File: src/rtl/bhu_pkg.sv
// Package: shared types of the branch hint unit.
// Assumes: nothing beyond IEEE 1800-2017.
package bhu_pkg;

    // Which rule produced a prediction.
    typedef enum logic [1:0] {
        SRC_NONE   = 2'd0,
        SRC_UNCOND = 2'd1,
        SRC_TABLE  = 2'd2,
        SRC_STATIC = 2'd3
    } pred_src_e;

endpackage

File: src/rtl/bhu_history_table.sv
// Module: direct-mapped, tagged table of last branch directions.
// One combinational read port and one write port that takes effect on
// the rising edge. A same-cycle read therefore sees the old contents.
// Assumes: ENTRIES is a power of two, at least 2, and below 2**ADDR_W.
module bhu_history_table #(
    parameter int ADDR_W  = 32,
    parameter int ENTRIES = 64
) (
    input  logic              clk,
    input  logic              rst_n,
    input  logic [ADDR_W-1:0] rd_pc,
    output logic              rd_hit,
    output logic              rd_dir,
    input  logic              wr_en,
    input  logic [ADDR_W-1:0] wr_pc,
    input  logic              wr_dir
);
    localparam int IDX_W = $clog2(ENTRIES);
    localparam int TAG_W = ADDR_W - IDX_W;

    logic [ENTRIES-1:0] slot_valid;
    logic [ENTRIES-1:0] slot_dir;
    logic [TAG_W-1:0]   slot_tag [ENTRIES];

    logic [IDX_W-1:0] rd_idx;
    logic [TAG_W-1:0] rd_tag;
    logic [IDX_W-1:0] wr_idx;
    logic [TAG_W-1:0] wr_tag;

    // Split both addresses into index and tag.
    always_comb begin
        rd_idx = rd_pc[IDX_W-1:0];
        rd_tag = rd_pc[ADDR_W-1:IDX_W];
        wr_idx = wr_pc[IDX_W-1:0];
        wr_tag = wr_pc[ADDR_W-1:IDX_W];
    end

    // Read port: a hit needs a valid slot and a matching tag.
    always_comb begin
        rd_hit = slot_valid[rd_idx] && (slot_tag[rd_idx] == rd_tag);
        rd_dir = slot_dir[rd_idx];
    end

    // Valid bits: cleared by reset, set by every write.
    always_ff @(posedge clk) begin
        if (!rst_n) begin
            slot_valid <= '0;
        end else if (wr_en) begin
            slot_valid[wr_idx] <= 1'b1;
        end
    end

    // Tag and direction payload of each slot, one generated register per slot.
    for (genvar g = 0; g < ENTRIES; g++) begin : g_slot
        always_ff @(posedge clk) begin
            if (!rst_n) begin
                slot_tag[g] <= '0;
                slot_dir[g] <= 1'b0;
            end else if (wr_en && (wr_idx == IDX_W'(g))) begin
                slot_tag[g] <= wr_tag;
                slot_dir[g] <= wr_dir;
            end
        end
    end

endmodule

File: src/rtl/bhu_static_hint.sv
// Module: fixed fallback rule used when the table has no entry.
// A backward branch (target strictly below the branch address, unsigned)
// is guessed taken. Everything else is guessed not taken.
// Assumes: addresses are unsigned.
module bhu_static_hint #(
    parameter int ADDR_W = 32
) (
    input  logic [ADDR_W-1:0] pc,
    input  logic [ADDR_W-1:0] target,
    output logic              backward
);
    // Unsigned compare of target against branch address.
    always_comb begin
        backward = (target < pc);
    end

endmodule

File: src/rtl/bhu_select.sv
// Module: picks the rule that produces the prediction.
// Priority: no request, then unconditional, then table hit, then static rule.
// Assumes: the inputs are settled combinationally in the same cycle.
module bhu_select
    import bhu_pkg::*;
(
    input  logic lk_valid,
    input  logic lk_cond,
    input  logic tbl_hit,
    input  logic tbl_dir,
    input  logic hint_backward,
    output logic taken
);
    pred_src_e src;

    // Choose the source of the prediction.
    always_comb begin
        if (!lk_valid)    src = SRC_NONE;
        else if (!lk_cond) src = SRC_UNCOND;
        else if (tbl_hit) src = SRC_TABLE;
        else              src = SRC_STATIC;
    end

    // Turn the chosen source into a direction.
    always_comb begin
        unique case (src)
            SRC_UNCOND: taken = 1'b1;
            SRC_TABLE:  taken = tbl_dir;
            SRC_STATIC: taken = hint_backward;
            default:    taken = 1'b0;
        endcase
    end

endmodule

File: src/rtl/branch_hint_unit.sv
// Module: top of the last-outcome branch direction predictor.
// Lookups are answered combinationally. Conditional resolves update the
// table on the rising edge. Unconditional resolves are dropped.
// Assumes: synchronous active-low reset, ENTRIES a power of two.
module branch_hint_unit #(
    parameter int ADDR_W  = 32,
    parameter int ENTRIES = 64
) (
    input  logic              clk,
    input  logic              rst_n,
    input  logic              lk_valid,
    input  logic [ADDR_W-1:0] lk_pc,
    input  logic [ADDR_W-1:0] lk_target,
    input  logic              lk_cond,
    output logic              lk_taken,
    input  logic              rs_valid,
    input  logic [ADDR_W-1:0] rs_pc,
    input  logic              rs_cond,
    input  logic              rs_taken
);
    logic tbl_hit;
    logic tbl_dir;
    logic hint_backward;
    logic tbl_wr;

    // Only conditional resolves allocate or update a slot.
    always_comb begin
        tbl_wr = rs_valid && rs_cond;
    end

    bhu_history_table #(
        .ADDR_W  (ADDR_W),
        .ENTRIES (ENTRIES)
    ) u_table (
        .clk    (clk),
        .rst_n  (rst_n),
        .rd_pc  (lk_pc),
        .rd_hit (tbl_hit),
        .rd_dir (tbl_dir),
        .wr_en  (tbl_wr),
        .wr_pc  (rs_pc),
        .wr_dir (rs_taken)
    );

    bhu_static_hint #(
        .ADDR_W (ADDR_W)
    ) u_hint (
        .pc       (lk_pc),
        .target   (lk_target),
        .backward (hint_backward)
    );

    bhu_select u_select (
        .lk_valid      (lk_valid),
        .lk_cond       (lk_cond),
        .tbl_hit       (tbl_hit),
        .tbl_dir       (tbl_dir),
        .hint_backward (hint_backward),
        .taken         (lk_taken)
    );

endmodule

File: config.mk
export PLATFORM = sky130hd
export DESIGN_NAME = branch_hint_unit
export DESIGN_NICKNAME = d
export VERILOG_FILES = /design/src/rtl/bhu_pkg.sv /design/src/rtl/bhu_history_table.sv /design/src/rtl/bhu_static_hint.sv /design/src/rtl/bhu_select.sv /design/src/rtl/branch_hint_unit.sv
export SDC_FILE = /design/constraint.sdc
export NUM_CORES = 2
export LEC_CHECK = 0
export BUFFER_PORTS_ARGS = -buffer_cell sky130_fd_sc_hd__buf_4
export CORE_MARGIN = 3
export CORE_UTILIZATION = 45
export DETAILED_ROUTE_END_ITERATION = 8
export PLACE_DENSITY = 0.64
export SLEW_MARGIN = 40
export SYNTH_ARGS = -nofsm -noshare
export SYNTH_HDL_FRONTEND = slang
export SYNTH_SLANG_ARGS = --single-unit
File: constraint.sdc
create_clock -name clk -period 3.6 [get_ports clk]
set_clock_uncertainty 0.2 [all_clocks]
set_input_delay 0.18 -clock clk [delete_from_list [all_inputs] [get_ports clk]]
set_output_delay 0.18 -clock clk [all_outputs]
set_load 0.005 [all_outputs]
# Word level (Yosys, flattened, before mapping)
# Memory sizes are Yosys's and may differ from the RTL's.
# Index checks and enable logic that the tools add are counted.
word_totals:
  register_bits: 128
  ram_bits: 1664
  in_bits: 103
  output_inout_bits: 1
  elab_cells: 537
  mem_count: 1
op_classes:
  n_lt_le_gt_ge: 4
  n_eq_ne: 67
  muxes: 267
  n_bitwise: 65
  n_reduce_logical: 68
memory_table:
  columns: ["name", "words", "width", "rd", "rd_clocked_by_memory_dff", "write_ports", "line_no", "text"]
  rows:
  - ["u_table.slot_tag", 64, 26, 1, 0, 64, "bhu_history_table.sv:23", "logic [TAG_W-1:0] slot_tag [ENTRIES];"]
ops:
  columns: ["cell", "n"]
  rows:
  - ["$mux W26", 64]
  - ["$mux W1", 197]
  - ["$eq A6 B6 Y1 const B", 32]
  - ["$eq A6 B5 Y1 const B", 16]
  - ["$logic_and A1 B1 Y1", 67]
  - ["$or A1 B1 Y1", 64]
  - ["$or A64 B64 Y64", 1]
  - ["$eq A6 B4 Y1 const B", 8]
  - ["$lt A32 B32 Y1", 1]
  - ["$eq A26 B26 Y1", 1]
  - ["$eq A6 B3 Y1 const B", 4]
  - ["$lt A6 B7 Y1 const B", 2]
  - ["$bmux W1 S6", 2]
  - ["$eq A6 B2 Y1 const B", 2]
  - ["$demux W1 S6", 1]
  - ["$eq A6 B1 Y1 const B", 1]
  - ["$ge A6 B1 Y1 const B", 1]
  - ["$logic_not A6 Y1", 1]
  - ["$eq A2 B2 Y1 const B", 2]
  - ["$mux W2", 2]
  - ["$pmux W1 S3", 1]
  - ["$eq A2 B1 Y1 const B", 1]

# Depth between registers and ports, before layout
depth:
  depth_word: 8
  ltp_mapped: 17

# By module
# From an unflattened synthesis, not the netlist that was laid out.
unflattened:
  cells_unflattened: 5498
  area_unflattened_um2: 81893.5
by_module_without_submodules:
  columns: ["module", "instances", "cells_each", "area_each_um2", "seq_area_each_um2"]
  rows:
  - ["bhu_history_table", 1, 5387, 81092.8, 52530.4]
  - ["bhu_static_hint", 1, 108, 777.0, 0.0]
  - ["bhu_select", 1, 2, 17.5, 0.0]
  - ["branch_hint_unit", 1, 1, 6.3, 0.0]

# Least setup slack after synthesis
# OpenSTA, ideal clock, no wires.
synth_timing:
  kind: "input port to flip-flop"
  from: "input port rs_pc[0]"
  to: "memory u_table.slot_tag[42][0] (netlist bit), enable pin"
  arrival_ns: 3.265
  path_slack_ns: -0.312
  stages: 5
  path_buffers: 2
  cell_sequence: "clkbuf_1 -> or3b_2 -> or2_2 -> clkbuf_1 -> o21ai_0"
synth_lines:
  columns: ["element", "line_no", "text"]
  rows:
  - ["start, declared", "branch_hint_unit.sv:17", "input logic [ADDR_W-1:0] rs_pc,"]
  - ["end, declared", "bhu_history_table.sv:23", null]

# Final worst setup path
layout_timing:
  from: "memory u_table.slot_tag[8][11] (netlist bit)"
  to: "output port lk_taken"
layout_between:
  elab_chain_cells: 8
  word_cells_on_any_way: 10
layout_lines:
  columns: ["element", "line_no", "text"]
  rows:
  - ["$mem_v2 Z64 W26 *", null, null]
  - ["$eq A26 B26 Y1 *", "bhu_history_table.sv:40", "rd_hit = slot_valid[rd_idx] && (slot_tag[rd_idx] == rd_tag);"]
  - ["$logic_and A1 B1 Y1 *", "bhu_history_table.sv:40", null]
  - ["$mux W1 *", "bhu_select.sv:20", "else if (tbl_hit) src = SRC_TABLE;"]
  - ["$mux W2 *", "bhu_select.sv:19", "else if (!lk_cond) src = SRC_UNCOND;"]
  - ["$mux W2 *", "bhu_select.sv:18", "if (!lk_valid) src = SRC_NONE;"]
  - ["$eq A2 B2 Y1 / $eq A2 B1 Y1 (equally long branches)", "bhu_select.sv:26", "unique case (src)"]
  - ["$pmux W1 S3 *", "bhu_select.sv:26", null]
  - ["end, declared", "branch_hint_unit.sv:15", "output logic lk_taken,"]
# Mark *: on every way between the ends. The rest lies on a longest branch, timed or not.

==> summary.txt <==
Timing
  – RSZ-0062 raised after global routing: yes
  – Worst slew pin tran: slightly above 0.9 ns
  – Min Tclk post-route: about 4.6 ns
  – Final number of hold-violating endpoints: 0
  – Setup slack after layout: -1.01 ns
  – F_max: 217 MHz
  – Pins Over Slew Limit: 0
  – Final cycle utilization of the critical path: 1.28
  – Slew HR: 0.387
  – Minimum hold slack: 0.187 ns
  – # setup viols final: 1

Routing
  – Average vias per placed instance: about 6.1
  – Initial DRC Count: approximately 8100
  – Post-route antenna net violation count: 0
  – Detailed Route WL: 287000 um
  – Average wire per standard cell: 33.4 um
  – Vias post-DR: ~52000
  – DRC: 0
  – DR pass1 iterations: 5

Die
  – Core Rows: between 150 and 200
  – Core area: ~180000 um2
  – Initial Util: 0.453
  – Die width: 433 um
  – Ports: ~100
  – Die area: about 190000 um2
  – Die Y: between 400 and 500 um

Critical path
  – Critical R2R Capture: u_table.slot_dir[51]
  – Crit path cell chain: mux4_2 > and2_1 > o21ai_1 > nand4_1 > mux2_4 > a311o_1 > nand4_1 > nor4_4 > buf_6 > or3_4 > a31oi_4 > buf_6
  – Critical path type: flip-flop to output port
  – WP buf/inv: 2
  – Largest stage delay on the critical path: slightly below 0.6 ns
  – Worst Path Arrival: around 4.2 ns
  – Slowest cell on crit path: mux4_2
  – Worst path top cell family by delay: simple AND/OR/NAND/NOR gates
  – CP Depth: 12
  – Reg2Reg Launch Point: u_table.slot_dir[51]
  – Reg2Reg Setup Slack: 2.26 ns
  – Crit path capture type: output port
  – Max FO, Critical Path: 2
  – Critical path startpoint category: flip-flop
  – Required @ worst endpoint: around 3.2 ns
  – Reg2Reg Depth: 3

Cells and area
  – Fillers: approximately 15000
  – Nets: ~6200
  – Register Area: between 50000 and 60000 um2
  – Layout cells sized above 1: 0.267
  – Multi-input gate area: 28000 um2
  – Final core occ: 0.536
  – Area Overhead vs Synth: 18.4%

Global routing
  – Total GRT Usage: 0.306
  – GR Overflow Total: 0
  – First-pass GRT wire length: between 400000 and 500000 um
  – Vias in the first global route: a little over 50000
  – Initial antenna violation count: 17
  – Largest net degree at the start of global routing: 65

Min path
  – Hold Path End: u_table.slot_dir[44]
  – Type of the worst min-delay path: input pin to flip-flop
  – HP Start: rs_cond
  – WHS Path Cells: 6

Logic synthesis
  – Seq cells post-synth: between 1500 and 2000
  – EDFF count, synth: 1664
  – Main flop type after synthesis: edfxtp_1
  – Post-synthesis sequential area ratio: 0.640
  – Post-Synthesis Cell Area: between 80000 and 90000 um2
  – Mapped Cells: roughly 5600
  – Synthesized net count: 5700
  – Synth Warn #: 0
  – Synth unique cells: between 70 and 80
  – Async SR Flop Fraction: 0
  – Syn avg cell area: ~15 um2

Power and ir drop
  – Power density over the cells: between 400 and 500 nW/um2
  – P_leak: approximately 0.035 uW
  – Max VDD drop: 0.000456 V

Clock network
  – CTS Sinks: approximately 1800
  – Root buffer cell: clkbuf_16
  – CTS buffer count: 186
  – CTS Buffer Depth: 3
  – Clock transition at path regs: approximately 0.06 ns
  – Worst-Skew Late Latency: around 0.83 ns
  – H-tree level count: 4
  – CTS tree: yes

Job
  – Max cap viols: 0

Placed design
  – DP Wirelength: between 150000 and 200000 um
  – IO buf count: around 100
  – Routability cong.: slightly above 1
  – DP Worst Slack: -1.63 ns

Status
  – Failing checks: negative setup slack
  – Status: complete, but fails checks
==> power by group <==
| group | internal, uW | total, uW | switching (uW) |
|---|---|---|---|
| sequential | 23700 | 24000 | 283 |
| clock | 11100 | 19500 | 8390 |
| combinational | 1780 | 4660 | 2880 |
| total | 36600 | 48200 | 11600 |
==> how the worst max path moves through the flow <==
stage | startpoint | endpoint
4_1_cts | u_table.slot_tag[59][25] | lk_taken
3_5_place_dp | lk_pc[0] | lk_taken
2_1_floorplan | rs_pc[0] | u_table.slot_tag[42][0]
6_report | u_table.slot_tag[8][11] | lk_taken
5_1_grt | u_table.slot_tag[59][10] | lk_taken
3_3_place_gp | lk_pc[0] | lk_taken
==> what timing repair did <==
action / 4_1_cts / 5_1_grt
endpoints found under the setup margin: 1 / 2
pin swaps: 11 / 5
endpoints found under the hold margin: 1894 / 0
buffers inserted: 1 / 0
gates resized for setup: 44 / 8
hold buffers: 41 / 0
==> routing by layer <==
metal  track usage  vias up  wire [um]
met1         0.415    26800     108000
met2         0.466     3275     130000
met3        0.0638      573      30800
li1              -    21400          -
met4         0.164        4      18000
met5             0        -         29
==> layout by cell type, fill, tap and decap left out, types with 41 or more instances in the layout <==
| cell type | count |
|---|---|
| a21o_1 | 77 |
| a21oi_1 | 42 |
| a22oi_1 | 72 |
| and2_1 | 1674 |
| buf_12 | 74 |
| buf_4 | 680 |
| clkbuf_1 | 46 |
| clkbuf_16 | 191 |
| dfxtp_1 | 128 |
| dlygate4sd3_1 | 41 |
| edfxtp_1 | 1664 |
| inv_1 | 95 |
| mux2i_1 | 133 |
| mux4_2 | 412 |
| nand2_1 | 107 |
| nor2_2 | 62 |
| o21ai_0 | 88 |
| o21ai_4 | 44 |
| o22ai_1 | 42 |
==> tightest hold or removal path: stages <==
cell and delay [ns]:
buf_4 0.08, and2_1 0.23, nand3_1 0.11, buf_4 0.27, o21ai_4 0.20, o21ai_0 0.08
==> sequential cells by signal (all words and copies together) (netlist names) <==
signal / count
u_table.slot_tag: 1664
u_table.slot_valid: 64
u_table.slot_dir: 64
==> cells by family (layout without fill, tap and decap cells) <==
| logic type | after synthesis | after routing | share of synthesized area |
|---|---|---|---|
| multiplexers | 555 | 555 | 0.131 |
| adder cells (fa/ha/maj) | 31 | 31 | 0.00473 |
| flip-flops | 1792 | 1792 | 0.640 |
| AO/OA/AOI/OAI | 507 | 507 | 0.0410 |
| buffers and inverters | 611 | 1257 | 0.0320 |
| AND/OR/NAND/NOR | 2054 | 2054 | 0.150 |
| XOR/XNOR | 16 | 16 | 0.00171 |
| other | 0 | 8 | 0 |
==> cell type report <==
type,count,area share
clock buffers,257,0.0538
flip-flops and latches,1792,0.541
repair buffers,810,0.0739
well taps,2370,0.0305
multi-input cells,3163,0.288
inverters,99,0.00382
diodes,8,0.000206
clock inverters,91,0.00940
==> stage by stage <==
stage                     total power [uW]  setup TNS, ns  instance area (um2)  std cells
final                                48200          -1.01                97200       8590
after global routing                 49300          -1.10                97100       8586
after CTS                            48200          -1.04                97000       8580
after detailed placement             28900          -1.63                90300       8191
after global placement               28800          -1.59                90200       8191
after floorplan                      26500         -75.18                82100       5566
==> cells in the mapped netlist, drive strengths merged, types with 74 or more instances <==
cell type / count / area share
mux2i: 134 / 0.016
and2: 1675 / 0.13
a21o: 77 / 0.0070
nor2: 104 / 0.0048
a22oi: 74 / 0.0068
buf: 143 / 0.011
o21ai: 156 / 0.0095
clkbuf: 369 / 0.017
dfxtp: 128 / 0.031
nand2: 108 / 0.0049
mux4: 412 / 0.11
inv: 99 / 0.0045
edfxtp: 1664 / 0.61
No activity file was read; power rests on OpenSTA's default activity.
